File: src/rtl/smc_cfg_pkg.sv
// Package: shared constants, slot encoding and reset tables for the
// static memory bank register file. Assumes eight-bank reset table
// repeats if more banks are configured.
package smc_cfg_pkg;

    localparam int REGS_PER_BANK = 7;
    localparam int IDLE_W        = 4;
    localparam int WAIT_W        = 5;
    localparam int DLY_W         = 4;
    localparam int CTRL_W        = 8;
    localparam int STAT_W        = 3;
    localparam int ID_BYTES      = 8;

    // Word slot inside one bank; order is fixed by the address map.
    typedef enum logic [2:0] {
        SLOT_IDLE    = 3'd0,
        SLOT_WAIT_RD = 3'd1,
        SLOT_WAIT_WR = 3'd2,
        SLOT_OE      = 3'd3,
        SLOT_WE      = 3'd4,
        SLOT_CTRL    = 3'd5,
        SLOT_STAT    = 3'd6
    } slot_e;

    localparam logic [1:0] MW_8  = 2'b00;
    localparam logic [1:0] MW_16 = 2'b01;
    localparam logic [1:0] MW_32 = 2'b10;

    // Reset width field for a bank that does not take the strap.
    function automatic logic [1:0] reset_width(input int idx);
        case (idx % 8)
            0, 4, 5: reset_width = MW_32;
            2, 6:    reset_width = MW_16;
            default: reset_width = MW_8;
        endcase
    endfunction

    // Identification byte k (0..7) of the top of the window.
    function automatic logic [7:0] id_byte(input int k);
        case (k)
            0:       id_byte = 8'h92;
            1:       id_byte = 8'h10;
            2:       id_byte = 8'h04;
            3:       id_byte = 8'h00;
            4:       id_byte = 8'h0D;
            5:       id_byte = 8'hF0;
            6:       id_byte = 8'h05;
            default: id_byte = 8'hB1;
        endcase
    endfunction

endpackage

File: src/rtl/smc_bank_regs.sv
// Module: one bank's seven configuration words. Decodes its own word
// range, holds timing, control and sticky status fields, and returns
// read data (zero when not addressed). Assumes err_set is a pulse and
// the bus write strobe lasts one clock.
module smc_bank_regs
    import smc_cfg_pkg::*;
#(
    parameter int BANK_IDX = 0,
    parameter int WORD_W   = 10
) (
    input  logic                clk,
    input  logic                rst_n,
    input  logic                wr_en,
    input  logic [WORD_W-1:0]   word_idx,
    input  logic [7:0]          wdata,
    input  logic [1:0]          rst_mw,
    input  logic [STAT_W-1:0]   err_set,
    output logic [31:0]         rd_data,
    output logic [IDLE_W-1:0]   idle_o,
    output logic [WAIT_W-1:0]   wait_rd_o,
    output logic [WAIT_W-1:0]   wait_wr_o,
    output logic [DLY_W-1:0]    oe_dly_o,
    output logic [DLY_W-1:0]    we_dly_o,
    output logic [CTRL_W-1:0]   ctrl_o,
    output logic [STAT_W-1:0]   stat_o
);

    localparam logic [WORD_W-1:0] BASE = WORD_W'(BANK_IDX * REGS_PER_BANK);
    localparam logic [WORD_W-1:0] LAST = WORD_W'(BANK_IDX * REGS_PER_BANK + REGS_PER_BANK - 1);

    logic              hit;
    logic [WORD_W-1:0] offs;
    slot_e             slot;
    logic              wr_hit;
    logic              stat_wr;
    logic [STAT_W-1:0] stat_clr;

    logic [IDLE_W-1:0] idle_q;
    logic [WAIT_W-1:0] wrd_q;
    logic [WAIT_W-1:0] wwr_q;
    logic [DLY_W-1:0]  oe_q;
    logic [DLY_W-1:0]  we_q;
    logic [CTRL_W-1:0] ctrl_q;
    logic [STAT_W-1:0] stat_q;

    // Address decode of this bank's word range.
    always_comb begin
        hit  = (word_idx >= BASE) && (word_idx <= LAST);
        offs = word_idx - BASE;
        slot = slot_e'(offs[2:0]);
    end

    assign wr_hit   = wr_en && hit;
    assign stat_wr  = wr_hit && (slot == SLOT_STAT);
    assign stat_clr = stat_wr ? wdata[STAT_W-1:0] : '0;

    // Timing and control fields: reset defaults, then bus writes.
    always_ff @(posedge clk) begin
        if (!rst_n) begin
            idle_q <= '1;
            wrd_q  <= '1;
            wwr_q  <= '1;
            oe_q   <= '0;
            we_q   <= DLY_W'(1);
            ctrl_q <= {rst_mw, 6'b0};
        end else if (wr_hit) begin
            case (slot)
                SLOT_IDLE:    idle_q <= wdata[IDLE_W-1:0];
                SLOT_WAIT_RD: wrd_q  <= wdata[WAIT_W-1:0];
                SLOT_WAIT_WR: wwr_q  <= wdata[WAIT_W-1:0];
                SLOT_OE:      oe_q   <= wdata[DLY_W-1:0];
                SLOT_WE:      we_q   <= wdata[DLY_W-1:0];
                SLOT_CTRL:    ctrl_q <= wdata[CTRL_W-1:0];
                default:      ;
            endcase
        end
    end

    // Sticky error flags: hardware set outranks software clear.
    always_ff @(posedge clk) begin
        if (!rst_n) stat_q <= '0;
        else        stat_q <= (stat_q & ~stat_clr) | err_set;
    end

    // Read data for the addressed word, zero elsewhere.
    always_comb begin
        rd_data = '0;
        if (hit) begin
            case (slot)
                SLOT_IDLE:    rd_data = 32'(idle_q);
                SLOT_WAIT_RD: rd_data = 32'(wrd_q);
                SLOT_WAIT_WR: rd_data = 32'(wwr_q);
                SLOT_OE:      rd_data = 32'(oe_q);
                SLOT_WE:      rd_data = 32'(we_q);
                SLOT_CTRL:    rd_data = 32'(ctrl_q);
                SLOT_STAT:    rd_data = 32'(stat_q);
                default:      rd_data = '0;
            endcase
        end
    end

    assign idle_o    = idle_q;
    assign wait_rd_o = wrd_q;
    assign wait_wr_o = wwr_q;
    assign oe_dly_o  = oe_q;
    assign we_dly_o  = we_q;
    assign ctrl_o    = ctrl_q;
    assign stat_o    = stat_q;

    AST_RESET_TIMING: assert property (@(posedge clk) disable iff (!rst_n)
        $rose(rst_n) |-> (idle_q == 4'hF && wrd_q == 5'h1F && wwr_q == 5'h1F
                          && oe_q == 4'h0 && we_q == 4'h1 && stat_q == 3'b0));
    AST_RESET_CTRL: assert property (@(posedge clk) disable iff (!rst_n)
        $rose(rst_n) |-> (ctrl_q[5:0] == 6'b0));
    AST_CFG_HOLD: assert property (@(posedge clk) disable iff (!rst_n)
        !wr_hit |=> ($stable(idle_q) && $stable(wrd_q) && $stable(wwr_q)
                     && $stable(oe_q) && $stable(we_q) && $stable(ctrl_q)));
    AST_SET_WINS: assert property (@(posedge clk) disable iff (!rst_n)
        (|err_set) |=> ((stat_q & $past(err_set)) == $past(err_set)));
    AST_W1C_CLEARS: assert property (@(posedge clk) disable iff (!rst_n)
        (stat_wr && err_set == '0) |=> ((stat_q & $past(wdata[STAT_W-1:0])) == '0));
    AST_W0_KEEPS: assert property (@(posedge clk) disable iff (!rst_n)
        1'b1 |=> ((stat_q & $past(stat_q & ~stat_clr)) == $past(stat_q & ~stat_clr)));

endmodule

File: src/rtl/smc_ext_wait.sv
// Module: tracks the window after an early-ended waited transfer and
// reports the live wait level only inside that window. Assumes
// ext_wait is already active-high and synchronous to clk.
module smc_ext_wait (
    input  logic clk,
    input  logic rst_n,
    input  logic wait_cut,
    input  logic ext_wait,
    output logic status
);

    logic trk_q;

    // Window opens on a cut pulse and closes once wait is seen low.
    always_ff @(posedge clk) begin
        if (!rst_n)         trk_q <= 1'b0;
        else if (wait_cut)  trk_q <= 1'b1;
        else if (!ext_wait) trk_q <= 1'b0;
    end

    assign status = trk_q & ext_wait;

    AST_WAIT_DROP_CLOSES: assert property (@(posedge clk) disable iff (!rst_n)
        (!ext_wait && !wait_cut) |=> !status);
    AST_CUT_OPENS: assert property (@(posedge clk) disable iff (!rst_n)
        wait_cut |=> (status == ext_wait));

endmodule

File: src/rtl/smc_id_rom.sv
// Module: read-only identification bytes in the last eight words of
// the window. Assumes ADDR_W leaves room for them above the banks.
module smc_id_rom
    import smc_cfg_pkg::*;
#(
    parameter int WORD_W = 10
) (
    input  logic [WORD_W-1:0] word_idx,
    output logic [31:0]       rd_data
);

    localparam logic [WORD_W-1:0] ID_BASE = WORD_W'((1 << WORD_W) - ID_BYTES);

    logic [ID_BYTES-1:0][7:0] rom;

    // Build the constant byte table from the package.
    for (genvar k = 0; k < ID_BYTES; k++) begin : g_id
        assign rom[k] = id_byte(k);
    end

    // Select the byte for an address in the ID range.
    always_comb begin
        rd_data = '0;
        if (word_idx >= ID_BASE)
            rd_data = {24'b0, rom[word_idx[2:0]]};
    end

endmodule

File: src/rtl/smc_bank_regfile.sv
// Module: top of the static memory bank register file. Decodes the bus
// word address, instantiates one register set per bank, the external
// wait status word and the ID bytes, and ORs their read data.
// Assumes word-aligned accesses; the two low address bits are ignored.
module smc_bank_regfile
    import smc_cfg_pkg::*;
#(
    parameter int NUM_BANKS = 8,
    parameter int ADDR_W    = 12
) (
    input  logic                         clk,
    input  logic                         rst_n,
    input  logic [1:0]                   mw_strap_i,
    input  logic                         bus_sel_i,
    input  logic                         bus_wr_i,
    input  logic [ADDR_W-1:0]            bus_addr_i,
    input  logic [31:0]                  bus_wdata_i,
    output logic [31:0]                  bus_rdata_o,
    input  logic [NUM_BANKS*STAT_W-1:0]  err_set_i,
    input  logic                         wait_cut_i,
    input  logic                         ext_wait_i,
    output logic [NUM_BANKS*IDLE_W-1:0]  idle_o,
    output logic [NUM_BANKS*WAIT_W-1:0]  wait_rd_o,
    output logic [NUM_BANKS*WAIT_W-1:0]  wait_wr_o,
    output logic [NUM_BANKS*DLY_W-1:0]   oe_dly_o,
    output logic [NUM_BANKS*DLY_W-1:0]   we_dly_o,
    output logic [NUM_BANKS*CTRL_W-1:0]  ctrl_o,
    output logic [NUM_BANKS*STAT_W-1:0]  stat_o
);

    localparam int WORD_W                 = ADDR_W - 2;
    localparam logic [WORD_W-1:0] EWS_WORD = WORD_W'(NUM_BANKS * REGS_PER_BANK);
    localparam logic [WORD_W-1:0] ID_BASE  = WORD_W'((1 << WORD_W) - ID_BYTES);

    logic [WORD_W-1:0] word_idx;
    logic              wr_en;
    logic              ews_bit;
    logic [31:0]       id_rd;
    logic [31:0]       bank_rd [NUM_BANKS];
    logic              unused_bits;

    assign word_idx    = bus_addr_i[ADDR_W-1:2];
    assign wr_en       = bus_sel_i && bus_wr_i;
    assign unused_bits = ^{bus_addr_i[1:0], bus_wdata_i[31:8]};

    for (genvar b = 0; b < NUM_BANKS; b++) begin : g_bank
        logic [1:0] rst_mw;
        if (b == NUM_BANKS - 1) begin : g_strap
            assign rst_mw = mw_strap_i;
        end else begin : g_fixed
            assign rst_mw = reset_width(b);
        end

        smc_bank_regs #(
            .BANK_IDX (b),
            .WORD_W   (WORD_W)
        ) u_bank (
            .clk       (clk),
            .rst_n     (rst_n),
            .wr_en     (wr_en),
            .word_idx  (word_idx),
            .wdata     (bus_wdata_i[7:0]),
            .rst_mw    (rst_mw),
            .err_set   (err_set_i[b*STAT_W +: STAT_W]),
            .rd_data   (bank_rd[b]),
            .idle_o    (idle_o[b*IDLE_W +: IDLE_W]),
            .wait_rd_o (wait_rd_o[b*WAIT_W +: WAIT_W]),
            .wait_wr_o (wait_wr_o[b*WAIT_W +: WAIT_W]),
            .oe_dly_o  (oe_dly_o[b*DLY_W +: DLY_W]),
            .we_dly_o  (we_dly_o[b*DLY_W +: DLY_W]),
            .ctrl_o    (ctrl_o[b*CTRL_W +: CTRL_W]),
            .stat_o    (stat_o[b*STAT_W +: STAT_W])
        );
    end

    smc_ext_wait u_ews (
        .clk      (clk),
        .rst_n    (rst_n),
        .wait_cut (wait_cut_i),
        .ext_wait (ext_wait_i),
        .status   (ews_bit)
    );

    smc_id_rom #(.WORD_W(WORD_W)) u_id (
        .word_idx (word_idx),
        .rd_data  (id_rd)
    );

    // Combine read sources; each returns zero when not addressed.
    always_comb begin
        bus_rdata_o = id_rd;
        if (word_idx == EWS_WORD) bus_rdata_o[0] = ews_bit;
        for (int b = 0; b < NUM_BANKS; b++) bus_rdata_o = bus_rdata_o | bank_rd[b];
    end

    AST_UNMAPPED_ZERO: assert property (@(posedge clk) disable iff (!rst_n)
        (word_idx > EWS_WORD && word_idx < ID_BASE) |-> (bus_rdata_o == 32'b0));
    AST_EWS_UPPER_ZERO: assert property (@(posedge clk) disable iff (!rst_n)
        (word_idx == EWS_WORD) |-> (bus_rdata_o[31:1] == 31'b0));

endmodule

File: config.mk
export PLATFORM = sky130hd
export DESIGN_NAME = smc_bank_regfile
export DESIGN_NICKNAME = d
export VERILOG_FILES = /design/src/rtl/smc_cfg_pkg.sv /design/src/rtl/smc_bank_regs.sv /design/src/rtl/smc_ext_wait.sv /design/src/rtl/smc_id_rom.sv /design/src/rtl/smc_bank_regfile.sv
export SDC_FILE = /design/constraint.sdc
export NUM_CORES = 1
export LEC_CHECK = 0
export ABC_CLOCK_PERIOD_IN_PS = 3950
export CORE_ASPECT_RATIO = 0.75
export CORE_MARGIN = 10
export CORE_UTILIZATION = 45
export DETAILED_ROUTE_END_ITERATION = 10
export PLACE_DENSITY = 0.76
export REMOVE_ABC_BUFFERS = 1
export SETUP_SLACK_MARGIN = 0.02
export SKIP_CTS_REPAIR_TIMING = 1
export SYNTH_ARGS = -nofsm -noshare
export SYNTH_HDL_FRONTEND = slang
export SYNTH_HIERARCHICAL = 1
export SYNTH_SLANG_ARGS = --single-unit
File: constraint.sdc
create_clock -name clk -period 3.95 [get_ports clk]
set_input_delay 0.79 -clock clk [delete_from_list [all_inputs] [get_ports clk]]
set_output_delay 0.79 -clock clk [all_outputs]
set_load 0.05 [all_outputs]
==> out/qor.yml <==
drv.max_cap_violation_count: 0
die_area_um2: 43960
power.leakage_nw: 9.084
grt-ovfl-total: 0
p_per_area_nw_per_um2: 310.5
detailed_place_hpwl_um: 44040
synth_warnings: 6
min_path_type: "reg -> reg"
start_kind: "input port"
critical_path.endpoint_type: "output pin"
final_layout_size_suffix_gt1_share_pct: 15.59
grt_antenna_before_repair: 4
synth_seq_cells: 265
numClockSinks: 265
drtIter0Drc: 1633
timing.clock.skew_ns: 0
first_global_vias: 14491
cts_buffer_depth: 3
dpl.cell_count: 2708
maxSlewViolCount: 0
floorplan.die.width_um: 238.8
avgRoutedWirePerCell_um: 21.25
die_h_um: 184.1
synth_cell_type_count: 90
vias_per_cell: 5.498
finish.net_count: 2356
io_pins: 372
drc_violation_count_after_routing: 0
timing.critical_path.fanout_max: 5
dominant_register_cell_in_the_synthesized_netlist: "dfxtp_1"
initial_standard_cell_utilization_of_the_core_pct: 45.31
vdd.ir_drop.worst_uv: 289.3
placeableCoreArea_um2: 35660
synth.cell_area_um2: 16160
gp_routability_congestion: 0.9261
hold_viol_final: 0
fmax_ghz: 0.2559
placement_rows: 60
run_status: "complete, no violations"
drtAntennaViolNets: 0
clk_latency_ns: 0.58
critical_path_class: "in -> out"
post_synth_inst_count: 1859
grt_first_pass_wirelength_um: 86660
route.final.wire_length_um: 58760
root_buffer: "clkbuf_16"
cts_buffers: 29
synthesis.area_per_instance_um2: 8.690
synth_to_final_area_change_pct: 32.48
timing.final.crit_share_pct: 98.92
synth_enable_flop_cells: 16
clock_tree_from_tritoncts: "done"
vias: 15201
post_route_cell_area_um2: 21400
setup_viol: 0
fin_setup_tns_ns: 0
finalCriticalPeriod_ns: 3.907
max_slew.worst_pin.slew_ns: 1.035
asyncSetResetFlopFracSynth_pct: 0
dr.pass1.iters: 5
worst_path_clk_slew_ns: 0.06
crit_arrival_ns: 3.12
synth_seq_area_share_pct: 33.83
placed_cell_area_um2: 20030
finalNonFillerCells: 2765
grt_max_degree: 116
place.port_buffers: 321
max_slew_margin_pct: 30.80
track_usage_pct: 25.12
utilization_after_layout_pct: 60.02
crit_required_ns: 3.16
cts.htree.levels: 1
[stage by stage]
stage | hold WS, ns | power (mW) | setup WS, ns
detailed placement | 0.4662 | 3.754 | -0.3014
finish | 0.4761 | 6.646 | 0.04251
floorplan | 0.5288 | 3.268 | -0.2995
CTS | 0.4796 | 6.625 | -0.3004
global placement | 0.4571 | 3.737 | -0.3247
global route | 0.5001 | 6.865 | -0.004746
[per-layer routing]
| layer | vias up | part of all wire [%] | track usage (%) |
|---|---|---|---|
| met4 | 2 | 3.0 | 7.366 |
| li1 | 7099 | - | - |
| met2 | 740 | 45 | 39.67 |
| met3 | 98 | 10 | 6.387 |
| met1 | 7262 | 42 | 33.18 |
| met5 | - | 0.019 | 0 |
[path summary, 6_finish.rpt]
path	from	end	slack, ns	cells past startpoint
min	g_bank[2].u_bank/ctrl_o[4]$_SDFFE_PN0P_	g_bank[2].u_bank/ctrl_o[4]$_SDFFE_PN0P_	0.48	2
max	bus_addr_i[3]	bus_rdata_o[0]	0.04	11
max reg2reg	g_bank[6].u_bank/stat_o[0]$_SDFF_PN0_	g_bank[6].u_bank/stat_o[0]$_SDFF_PN0_	3.15	2
min reg2reg	g_bank[2].u_bank/ctrl_o[4]$_SDFFE_PN0P_	g_bank[2].u_bank/ctrl_o[4]$_SDFFE_PN0P_	0.48	2
[final cells by class]
cell class	count	area, um2
antenna	3	7.507
clock buffer	39	834.6
clock inverter	14	175.2
fill	3066	14260
inverter	57	217.7
multi-input combinational	1442	9504
sequential	265	5465
tap	465	581.8
timing repair buffer	480	4617
[worst max-delay path, stage by stage]
cell	delay, ns
buf_12	0.12
clkinvlp_4	0.11
ha_4	0.29
mux2_4	0.29
a22oi_1	0.16
o221ai_1	0.17
nor2b_4	0.17
or4_4	0.57
nor3_4	0.16
mux2i_4	0.12
buf_12	0.16
[cell usage in the layout (no fill, tap or decap), types with 8 or more instances in the layout]
master,synthesis,routed
nor4_1,38,35
and2_1,14,14
or4_4,7,9
a22oi_1,12,12
a41oi_1,9,9
o22ai_1,9,9
nand3_1,92,92
mux2i_1,182,180
buf_12,0,16
nor4_4,7,8
mux2_2,25,24
clkbuf_16,0,30
edfxtp_1,16,16
and4_1,11,11
buf_4,219,147
a221oi_1,11,8
clkdlybuf4s50_1,0,303
nor3_1,44,38
o21ai_0,62,62
a31oi_1,24,21
and3_1,12,12
o2bb2ai_1,9,9
mux4_2,14,14
nand2b_1,18,17
o41ai_1,10,10
nand2_1,179,179
a21oi_1,27,27
nor3b_1,13,13
nor2b_1,59,57
nor2_1,128,123
inv_1,56,56
conb_1,11,230
nand4_1,32,32
dfxtp_1,249,249
o31a_1,15,15
[synth_stat cells, types with 21 or more instances]
| library cell | n | area share (%) |
|---|---|---|
| clkbuf_1 | 61 | 1.4 |
| nor3_1 | 44 | 1.4 |
| buf_4 | 219 | 10 |
| nand2_1 | 179 | 4.2 |
| dfxtp_1 | 249 | 31 |
| mux2i_1 | 182 | 11 |
| buf_2 | 21 | 0.65 |
| nor2_1 | 128 | 3.0 |
| nand3_1 | 92 | 2.9 |
| mux2_2 | 25 | 1.7 |
| a21oi_1 | 27 | 0.84 |
| inv_1 | 56 | 1.3 |
| a31oi_1 | 24 | 0.93 |
| nand4_1 | 32 | 1.2 |
| nor2b_1 | 59 | 2.3 |
| o21ai_0 | 62 | 1.9 |
| nor4_1 | 38 | 1.5 |
[sequential cells by signal, indices dropped and copies added (netlist names)]
| name | count |
|---|---|
| g_bank.u_bank/ctrl_o | 64 |
| g_bank.u_bank/idle_o | 32 |
| g_bank.u_bank/oe_dly_o | 32 |
| g_bank.u_bank/stat_o | 24 |
| g_bank.u_bank/wait_rd_o | 40 |
| g_bank.u_bank/wait_wr_o | 40 |
| g_bank.u_bank/we_dly_o | 32 |
| u_ews/trk_q | 1 |
[logic make-up (layout without fill, tap and decap cells)]
| kind of cell | count (synthesis) | count (layout) | synth area share, % |
|---|---|---|---|
| flops | 265 | 265 | 33.83 |
| simple gates | 719 | 719 | 24.62 |
| other cells | 11 | 233 | 0.2556 |
| mux | 221 | 221 | 14.97 |
| compound gates | 267 | 267 | 11.71 |
| buf+inv | 371 | 590 | 14.23 |
| fa+ha+maj | 5 | 5 | 0.3872 |
[power breakdown]
part | switching (mW) | internal [mW]
clock | 1.20 | 1.69
sequential | 0.0267 | 2.73
combinational | 0.616 | 0.379
Note: power is estimated with default switching activity, not from simulation.
